===== src/rtl/can_rx_pkg.sv =====
package can_rx_pkg;

    parameter int ID_W      = 29;
    parameter int DLC_W     = 4;
    parameter int MAX_BYTES = 8;

    localparam int DATA_W = MAX_BYTES * 8;
    localparam int CNT_W  = $clog2(MAX_BYTES + 1);

    typedef struct packed {
        logic [ID_W-1:0]   id;
        logic [DLC_W-1:0]  dlc;
        logic [DATA_W-1:0] data;
    } rx_frame_t;

    // number of payload bytes a length code carries, saturating
    function automatic logic [CNT_W-1:0] payload_bytes(input logic [DLC_W-1:0] dlc);
        if (int'(dlc) > MAX_BYTES)
            return CNT_W'(MAX_BYTES);
        return CNT_W'(dlc);
    endfunction

endpackage


===== src/rtl/can_rx_trim.sv =====
module can_rx_trim (
    input  can_rx_pkg::rx_frame_t din,
    output can_rx_pkg::rx_frame_t dout
);
    import can_rx_pkg::*;

    logic [CNT_W-1:0]  n_bytes;
    logic [DATA_W-1:0] kept;

    assign n_bytes = payload_bytes(din.dlc);

    for (genvar b = 0; b < MAX_BYTES; b++) begin : g_byte
        assign kept[8*b +: 8] = (CNT_W'(b) < n_bytes) ? din.data[8*b +: 8] : 8'h00;
    end

    assign dout = {din.id, din.dlc, kept};
endmodule


===== src/rtl/can_rx_slot.sv =====
module can_rx_slot (
    input  logic                  clk,
    input  logic                  rst,
    input  logic                  flush,
    input  logic                  load,
    input  can_rx_pkg::rx_frame_t din,
    output can_rx_pkg::rx_frame_t dout
);
    always_ff @(posedge clk) begin
        if (rst || flush)
            dout <= '0;
        else if (load)
            dout <= din;
    end
endmodule


===== src/rtl/can_rx_flags.sv =====
module can_rx_flags (
    input  logic clk,
    input  logic rst,
    input  logic soft_rst,
    input  logic set_full,
    input  logic clr_full,
    input  logic ovr_evt,
    input  logic clr_ovr,
    input  logic rx_ie,
    input  logic err_ie,
    output logic full,
    output logic ovr,
    output logic rx_irq,
    output logic err_irq
);
    always_ff @(posedge clk) begin
        if (rst || soft_rst)
            full <= 1'b0;
        else if (set_full)
            full <= 1'b1;
        else if (clr_full)
            full <= 1'b0;
    end

    always_ff @(posedge clk) begin
        if (rst || soft_rst)
            ovr <= 1'b0;
        else if (ovr_evt)
            ovr <= 1'b1;
        else if (clr_ovr)
            ovr <= 1'b0;
    end

    assign rx_irq  = full & rx_ie;
    assign err_irq = ovr & err_ie;


    full_release_chk: assert property (@(posedge clk) disable iff (rst)
        (full && clr_full && !set_full && !soft_rst) |=> !full);


    ovr_w1c_chk: assert property (@(posedge clk) disable iff (rst)
        (ovr && clr_ovr && !ovr_evt && !soft_rst) |=> !ovr);


    ovr_set_wins_chk: assert property (@(posedge clk) disable iff (rst)
        (ovr_evt && !soft_rst) |=> ovr);


    soft_clear_chk: assert property (@(posedge clk) disable iff (rst)
        soft_rst |=> (!full && !ovr));
endmodule


===== src/rtl/can_rx_dbuf.sv =====
module can_rx_dbuf (
    input  logic                            clk,
    input  logic                            rst,
    input  logic                            soft_rst,
    input  logic                            wr_valid,
    input  logic [can_rx_pkg::ID_W-1:0]     wr_id,
    input  logic [can_rx_pkg::DLC_W-1:0]    wr_dlc,
    input  logic [can_rx_pkg::DATA_W-1:0]   wr_data,
    input  logic                            clr_full,
    input  logic                            clr_ovr,
    input  logic                            rx_ie,
    input  logic                            err_ie,
    output logic [can_rx_pkg::ID_W-1:0]     rd_id,
    output logic [can_rx_pkg::DLC_W-1:0]    rd_dlc,
    output logic [can_rx_pkg::DATA_W-1:0]   rd_data,
    output logic                            full,
    output logic                            ovr,
    output logic                            rx_irq,
    output logic                            err_irq
);
    import can_rx_pkg::*;

    rx_frame_t in_frame, trimmed, bg_frame, fg_frame;
    logic      bg_valid;
    logic      xfer;
    logic      accept;
    logic      ovr_evt;

    assign in_frame = {wr_id, wr_dlc, wr_data};

    can_rx_trim u_trim (
        .din  (in_frame),
        .dout (trimmed)
    );

    // back slot drains whenever the front slot is free
    assign xfer    = bg_valid & ~full & ~soft_rst;
    assign accept  = wr_valid & (~bg_valid | xfer) & ~soft_rst;
    assign ovr_evt = wr_valid & ~accept & ~soft_rst;

    always_ff @(posedge clk) begin
        if (rst || soft_rst)
            bg_valid <= 1'b0;
        else if (accept)
            bg_valid <= 1'b1;
        else if (xfer)
            bg_valid <= 1'b0;
    end

    can_rx_slot u_bg (
        .clk   (clk),
        .rst   (rst),
        .flush (soft_rst),
        .load  (accept),
        .din   (trimmed),
        .dout  (bg_frame)
    );

    can_rx_slot u_fg (
        .clk   (clk),
        .rst   (rst),
        .flush (soft_rst),
        .load  (xfer),
        .din   (bg_frame),
        .dout  (fg_frame)
    );

    can_rx_flags u_flags (
        .clk      (clk),
        .rst      (rst),
        .soft_rst (soft_rst),
        .set_full (xfer),
        .clr_full (clr_full),
        .ovr_evt  (ovr_evt),
        .clr_ovr  (clr_ovr),
        .rx_ie    (rx_ie),
        .err_ie   (err_ie),
        .full     (full),
        .ovr      (ovr),
        .rx_irq   (rx_irq),
        .err_irq  (err_irq)
    );

    assign rd_id   = fg_frame.id;
    assign rd_dlc  = fg_frame.dlc;
    assign rd_data = fg_frame.data;


    fg_hold_chk: assert property (@(posedge clk) disable iff (rst)
        (full && !clr_full && !soft_rst) |=>
            (full && $stable(rd_id) && $stable(rd_dlc) && $stable(rd_data)));


    overrun_chk: assert property (@(posedge clk) disable iff (rst)
        (wr_valid && bg_valid && full && !soft_rst) |=>
            (ovr && bg_valid && $stable(bg_frame)));


    merge_chk: assert property (@(posedge clk) disable iff (rst)
        (wr_valid && bg_valid && !full && !soft_rst) |=> (full && bg_valid));


    arrive_chk: assert property (@(posedge clk) disable iff (rst)
        (wr_valid && !bg_valid && !full && !soft_rst) |=> (bg_valid && !full));
endmodule


===== config.mk =====
export PLATFORM = sky130hd
export DESIGN_NAME = can_rx_dbuf
export DESIGN_NICKNAME = d
export VERILOG_FILES = /design/src/rtl/can_rx_pkg.sv /design/src/rtl/can_rx_trim.sv /design/src/rtl/can_rx_slot.sv /design/src/rtl/can_rx_flags.sv /design/src/rtl/can_rx_dbuf.sv
export SDC_FILE = /design/constraint.sdc
export NUM_CORES = 1
export LEC_CHECK = 0
export ABC_AREA = 0
export BUFFER_PORTS_ARGS = -buffer_cell sky130_fd_sc_hd__buf_4
export CAP_MARGIN = 20
export CORE_MARGIN = 1.5
export CORE_UTILIZATION = 50
export DETAILED_ROUTE_END_ITERATION = 10
export HOLD_SLACK_MARGIN = 0.02
export PLACE_DENSITY = 0.77
export SLEW_MARGIN = 20
export SYNTH_ARGS = -nofsm -noshare
export SYNTH_HDL_FRONTEND = slang
export SYNTH_SLANG_ARGS = --single-unit
export TNS_END_PERCENT = 10

===== constraint.sdc =====
create_clock -name clk -period 2.01 [get_ports clk]
set_clock_uncertainty 0.05 [all_clocks]
set_input_delay 0 -clock clk [delete_from_list [all_inputs] [get_ports clk]]
set_output_delay 0 -clock clk [all_outputs]
set_load 0.02 [all_outputs]

== Word level (Yosys, flattened, before mapping) ==
Index checks and enable logic that the tools add are counted.

* Register bits after elaboration: 197
* Bits of input ports: 105
* Output and inout bits: 101
* Logic and storage cells: 52

* $lt $le $gt $ge: 9
* Mux-type cells: 17
* Bitwise logic cells: 13
* Reduce and logical (&&, ||, !) cells: 4

{| class="wikitable"
|+ Operator list
! kind !! number
|-
| 8-bit 2-to-1 mux || 8
|-
| 3-bit by 4-bit < comparator with 1-bit output (first input constant) || 4
|-
| 1-bit AND || 8
|-
| 1-bit by 4-bit < comparator with 1-bit output (first input constant) || 2
|-
| 2-bit by 4-bit < comparator with 1-bit output (first input constant) || 2
|-
| 4-bit 2-to-1 mux || 2
|-
| 1-bit 2-to-1 mux || 7
|-
| 2-bit nonzero test || 3
|-
| 4-bit greater-than comparator (second input constant) || 1
|-
| 1-bit NOT || 4
|-
| 1-bit logical OR || 1
|-
| 1-bit OR || 1
|}

== Logic depth before layout (Yosys ltp) ==
* Word-level depth: 10
* Gate-level depth with buffers: 6
* Gate-level depth less buffers: 3

== Modules after synthesis ==
From an unflattened synthesis, not the netlist that was laid out.

* Cells, all modules: 753
* Area, all modules: 7775.0 um^2

{| class="wikitable"
|+ By module, submodules not included
! module !! times used !! cells an instance !! area an instance (um^2)
|-
| can_rx_slot || 2 || 314 || 3444.6
|-
| can_rx_trim || 1 || 106 || 728.2
|-
| can_rx_flags || 1 || 11 || 88.8
|-
| can_rx_dbuf || 1 || 8 || 68.8
|}

== Least setup slack after synthesis ==
No wires, ideal clock.

* Path kind: register to register
* Start point: register u_flags.full
* End point: register u_fg.dout[51] (netlist bit)
* Arrival time: 1.299 ns
* Data required time: 1.828 ns
* Setup slack: 0.529 ns
* Stages on the path, launching flop included: 7
* Period minus slack after synthesis: 1.481 ns
* Cells stage by stage: dfxtp_1 > or3b_1 > buf_2 > buf_6 > buf_6 > nand2_1 > a21oi_1

* Longest elaborated chain between the ends: 3

{| class="wikitable"
|+ RTL lines
! what !! line !! text
|-
| start: declaration || can_rx_flags.sv:11 || <nowiki>output logic full,</nowiki>
|-
| start signal: assignment || can_rx_flags.sv:18 || <nowiki>full <= 1'b0;</nowiki>
|-
| start signal: assignment || can_rx_flags.sv:20 || <nowiki>full <= 1'b1;</nowiki>
|-
| start signal: assignment || can_rx_flags.sv:22 || <nowiki>full <= 1'b0;</nowiki>
|-
| 1-bit NOT || can_rx_dbuf.sv:37 || <nowiki>assign xfer = bg_valid & ~full & ~soft_rst;</nowiki>
|-
| 1-bit AND (2 in series) || can_rx_dbuf.sv:37 ||
|-
| end signal: assignment || can_rx_slot.sv:13 || <nowiki>dout <= din;</nowiki>
|-
| end: declaration || can_rx_slot.sv:7 || <nowiki>output can_rx_pkg::rx_frame_t dout</nowiki>
|}

No other way between the ends.
A chain may end at the register's enable or synchronous reset.

== Worst setup path in the final report ==
* Start point: register u_flags.full
* End point: register u_bg.dout[51] (netlist bit)

* Longest elaborated chain between the ends: 6

{| class="wikitable"
|+ RTL lines
! what !! line !! text
|-
| 1-bit NOT || can_rx_dbuf.sv:37 ||
|-
| 1-bit AND (2 in series) || can_rx_dbuf.sv:37 ||
|-
| 1-bit OR || can_rx_dbuf.sv:38 || <nowiki>assign accept = wr_valid & (~bg_valid | xfer) & ~soft_rst;</nowiki>
|-
| 1-bit AND (2 in series) || can_rx_dbuf.sv:38 ||
|-
| end signal: assignment || can_rx_slot.sv:13 ||
|-
| end: declaration || can_rx_slot.sv:7 ||
|}

No other way between the ends.

==> flow_summary.toml <==
[critical_path]
cp_top_family = "buffers and inverters"
critPathLaunch = "u_flags.full"
arrival_ps = 2130
path_buf_inv = 2
slowest_stage = "dlygate4sd3_1"
worstSetupPathType = "register to register"
critPathMaxFanout = 46
cp-end-kind = "register"
cp-start-kind = "register"
cp_data_required_time_ps = 2310
cp_cell_sequence = "nand2_2 > buf_12 > nand4_1 > dlygate4sd3_1 > o22ai_1"
timing.rr.start = "u_flags.full"
critPathMaxStageDelay_ps = 600

[pwr]
powerDensity_nw_per_um2 = 772
p_int_w = 0.00646
ir_drop_mv = 0.601
p_sw_share_pct = 22.3
leakage_nw = 3.99
power.switching_w = 0.00185
pwr-share-seq_pct = 47.7
clkPwrFrac_pct = 43.6
p_comb_share_pct = 8.6

[clock_network]
root_buffer = "clkbuf_16"
post-cts-setup-buffers = 0
htreeDepth = 4
cts_resized = 0
cts.sinks = 197
clk_latency_ps = 430
clk_pin_slew_ps = 70
cts_buffers = 17
ctsLongestPathBuffers = 2
cts_tree = "yes"

[global_routing]
grt_pass1_wl_um = 35500
grt_pass1_vias = 7163
grt_max_degree = 74
grt_usage_pct = 29.8
antenna_found_initial = 0
overflow = 0

[routing]
drtIter0Drc = 646
routed-via-count = 7497
wl_um = 22800
ant_nets = 0
drc = 0
wl_per_cell_um = 16.7
post_drt_via_cell_ratio = 5.49
firstDrtPassIters = 5

[status]
outcome = "finished clean"

[yosys]
ys_seq_area_share_pct = 54.1
synth_fp_nets = 994
synth.area.top_cells = "dfxtp_1 54%, nand2_1 14%, a21oi_1 10%"
syn_area_um2 = 7290
synthCells = 889
ys_types = 29
yosys_register_bits = 197
yosysWarnings = 0
synth_top_area_share_pct = 54.1
synth_largest_area_cell = "dfxtp_1"
synth.avg_cell_area_um2 = 8.20

[timing]
fin_crit_sh_pct = 91.1
rsz0062_at_grt = "false"
clock.fmax_ghz = 0.546
finalHoldViolCount = 0
tns_ps = 0
tightest_slew_ps = 819
timing.hold.ws_ps = 76.8
drv_slew = 0
slew_headroom_pct = 45.1
post-route-min-period_ps = 1830
setup_violations = 0

[finish]
syn_to_final_growth_pct = 47.8
n_antenna_cell = 0
design_area_um2 = 10800
layout_common_cells = "274 x nand2_1, 218 x buf_4, 197 x dfxtp_1"
layout_commonest_cell = "nand2_1"
nets = 1278
drive_gt1_share_pct = 23.7

[placement]
numPortBuffers = 205
gp_congestion = 0.777
dpl_cell_area_um2 = 8940
place_hpwl_um = 12600

[flow_run]
cap_violations = 0

[floorplanning]
io_pins = 206
die_x_um = 124
die_height_um = 124
start_util_pct = 51.9
dieArea_um2 = 15300
num_rows = 43
core_um2 = 14000

[min_path]
hold_path.class = "primary input to register"
hp-start = "soft_rst"
final timing paths:
path	cells past startpoint	end	slack [ps]
worst max-delay path	5	u_bg.dout[51]	180
worst max register to register	5	u_bg.dout[51]	180
worst min-delay path	4	u_bg.dout[33]	80
worst min register to register	2	u_fg.dout[84]	400
routing by layer:
metal	part of all wire, %	GRT usage (%)
met1	41	36.0
met2	48	50.2
met3	7.8	8.20
met4	3.0	11.8
met5	0	0
worst reg2reg max path, stage by stage (launching register included):
cell and delay, ps:
dfxtp_1 390, nand2_2 140, buf_12 230, nand4_1 170, dlygate4sd3_1 600, o22ai_1 170
per-stage QoR:
step                      total power, W  setup slack, ps  std cells  util [%]
after global routing             0.00858             66.3       1366      76.7
final                            0.00831              179       1366      76.7
after detailed placement         0.00458              366       1214      63.6
after CTS                        0.00832              207       1365      76.6
after floorplan                  0.00431              529        889         -
after global placement           0.00457              418       1214      63.6
power by group through the flow:
stage | combinational [W] | clock, W | sequential [W]
5_1_grt | 0.000765 | 0.00385 | 0.00397
3_3_place_gp | 0.000520 | 0 | 0.00405
3_5_place_dp | 0.000523 | 0 | 0.00405
6_report | 0.000719 | 0.00363 | 0.00396
4_1_cts | 0.000696 | 0.00366 | 0.00396
2_1_floorplan | 0.000261 | 0 | 0.00405
timing repair:
action | 4_1_cts | 5_1_grt
hold buffers | 119 | 0
setup endpoints to repair | 0 | 1
hold endpoints to repair | 100 | 0
cell families after synthesis:
kind of cell / synth area share, %
buffers and inverters: 5.79
flip-flops: 54.1
AO/OA/AOI/OAI: 19.2
AND/OR/NAND/NOR: 20.9
cells in the mapped netlist:
cell	number
nand2_1	275
dfxtp_1	197
a21oi_1	151
o21ai_0	50
o22ai_1	40
buf_2	34
nand3_1	33
nand4_1	32
clkbuf_1	31
buf_4	11
o22ai_2	8
buf_6	4
and2_1	2
buf_1	2
nand2b_1	2
nor2_2	2
o211ai_2	2
or2_2	2
a211o_1	1
a31oi_1	1
and2_4	1
nand2b_4	1
nand3_2	1
nor2_1	1
nor2b_1	1
nor3b_2	1
or2_1	1
or3_1	1
or3b_1	1
area by class of cell:
type                            instances  area [um2]
Multi-Input combinational cell        611        2960
Timing Repair Buffer                  346        3010
Tap cell                              180         225
Sequential cell                       197        3940
Clock buffer                           20         457
Clock inverter                         12         178
Fill cell                             953        3270
flip-flops by register name, indices dropped and copies added (netlist names):
name and cells:
u_fg.dout 97, u_flags.ovr 1, u_flags.full 1, bg_valid 1, u_bg.dout 97
No activity file was read; power rests on OpenSTA's default activity.
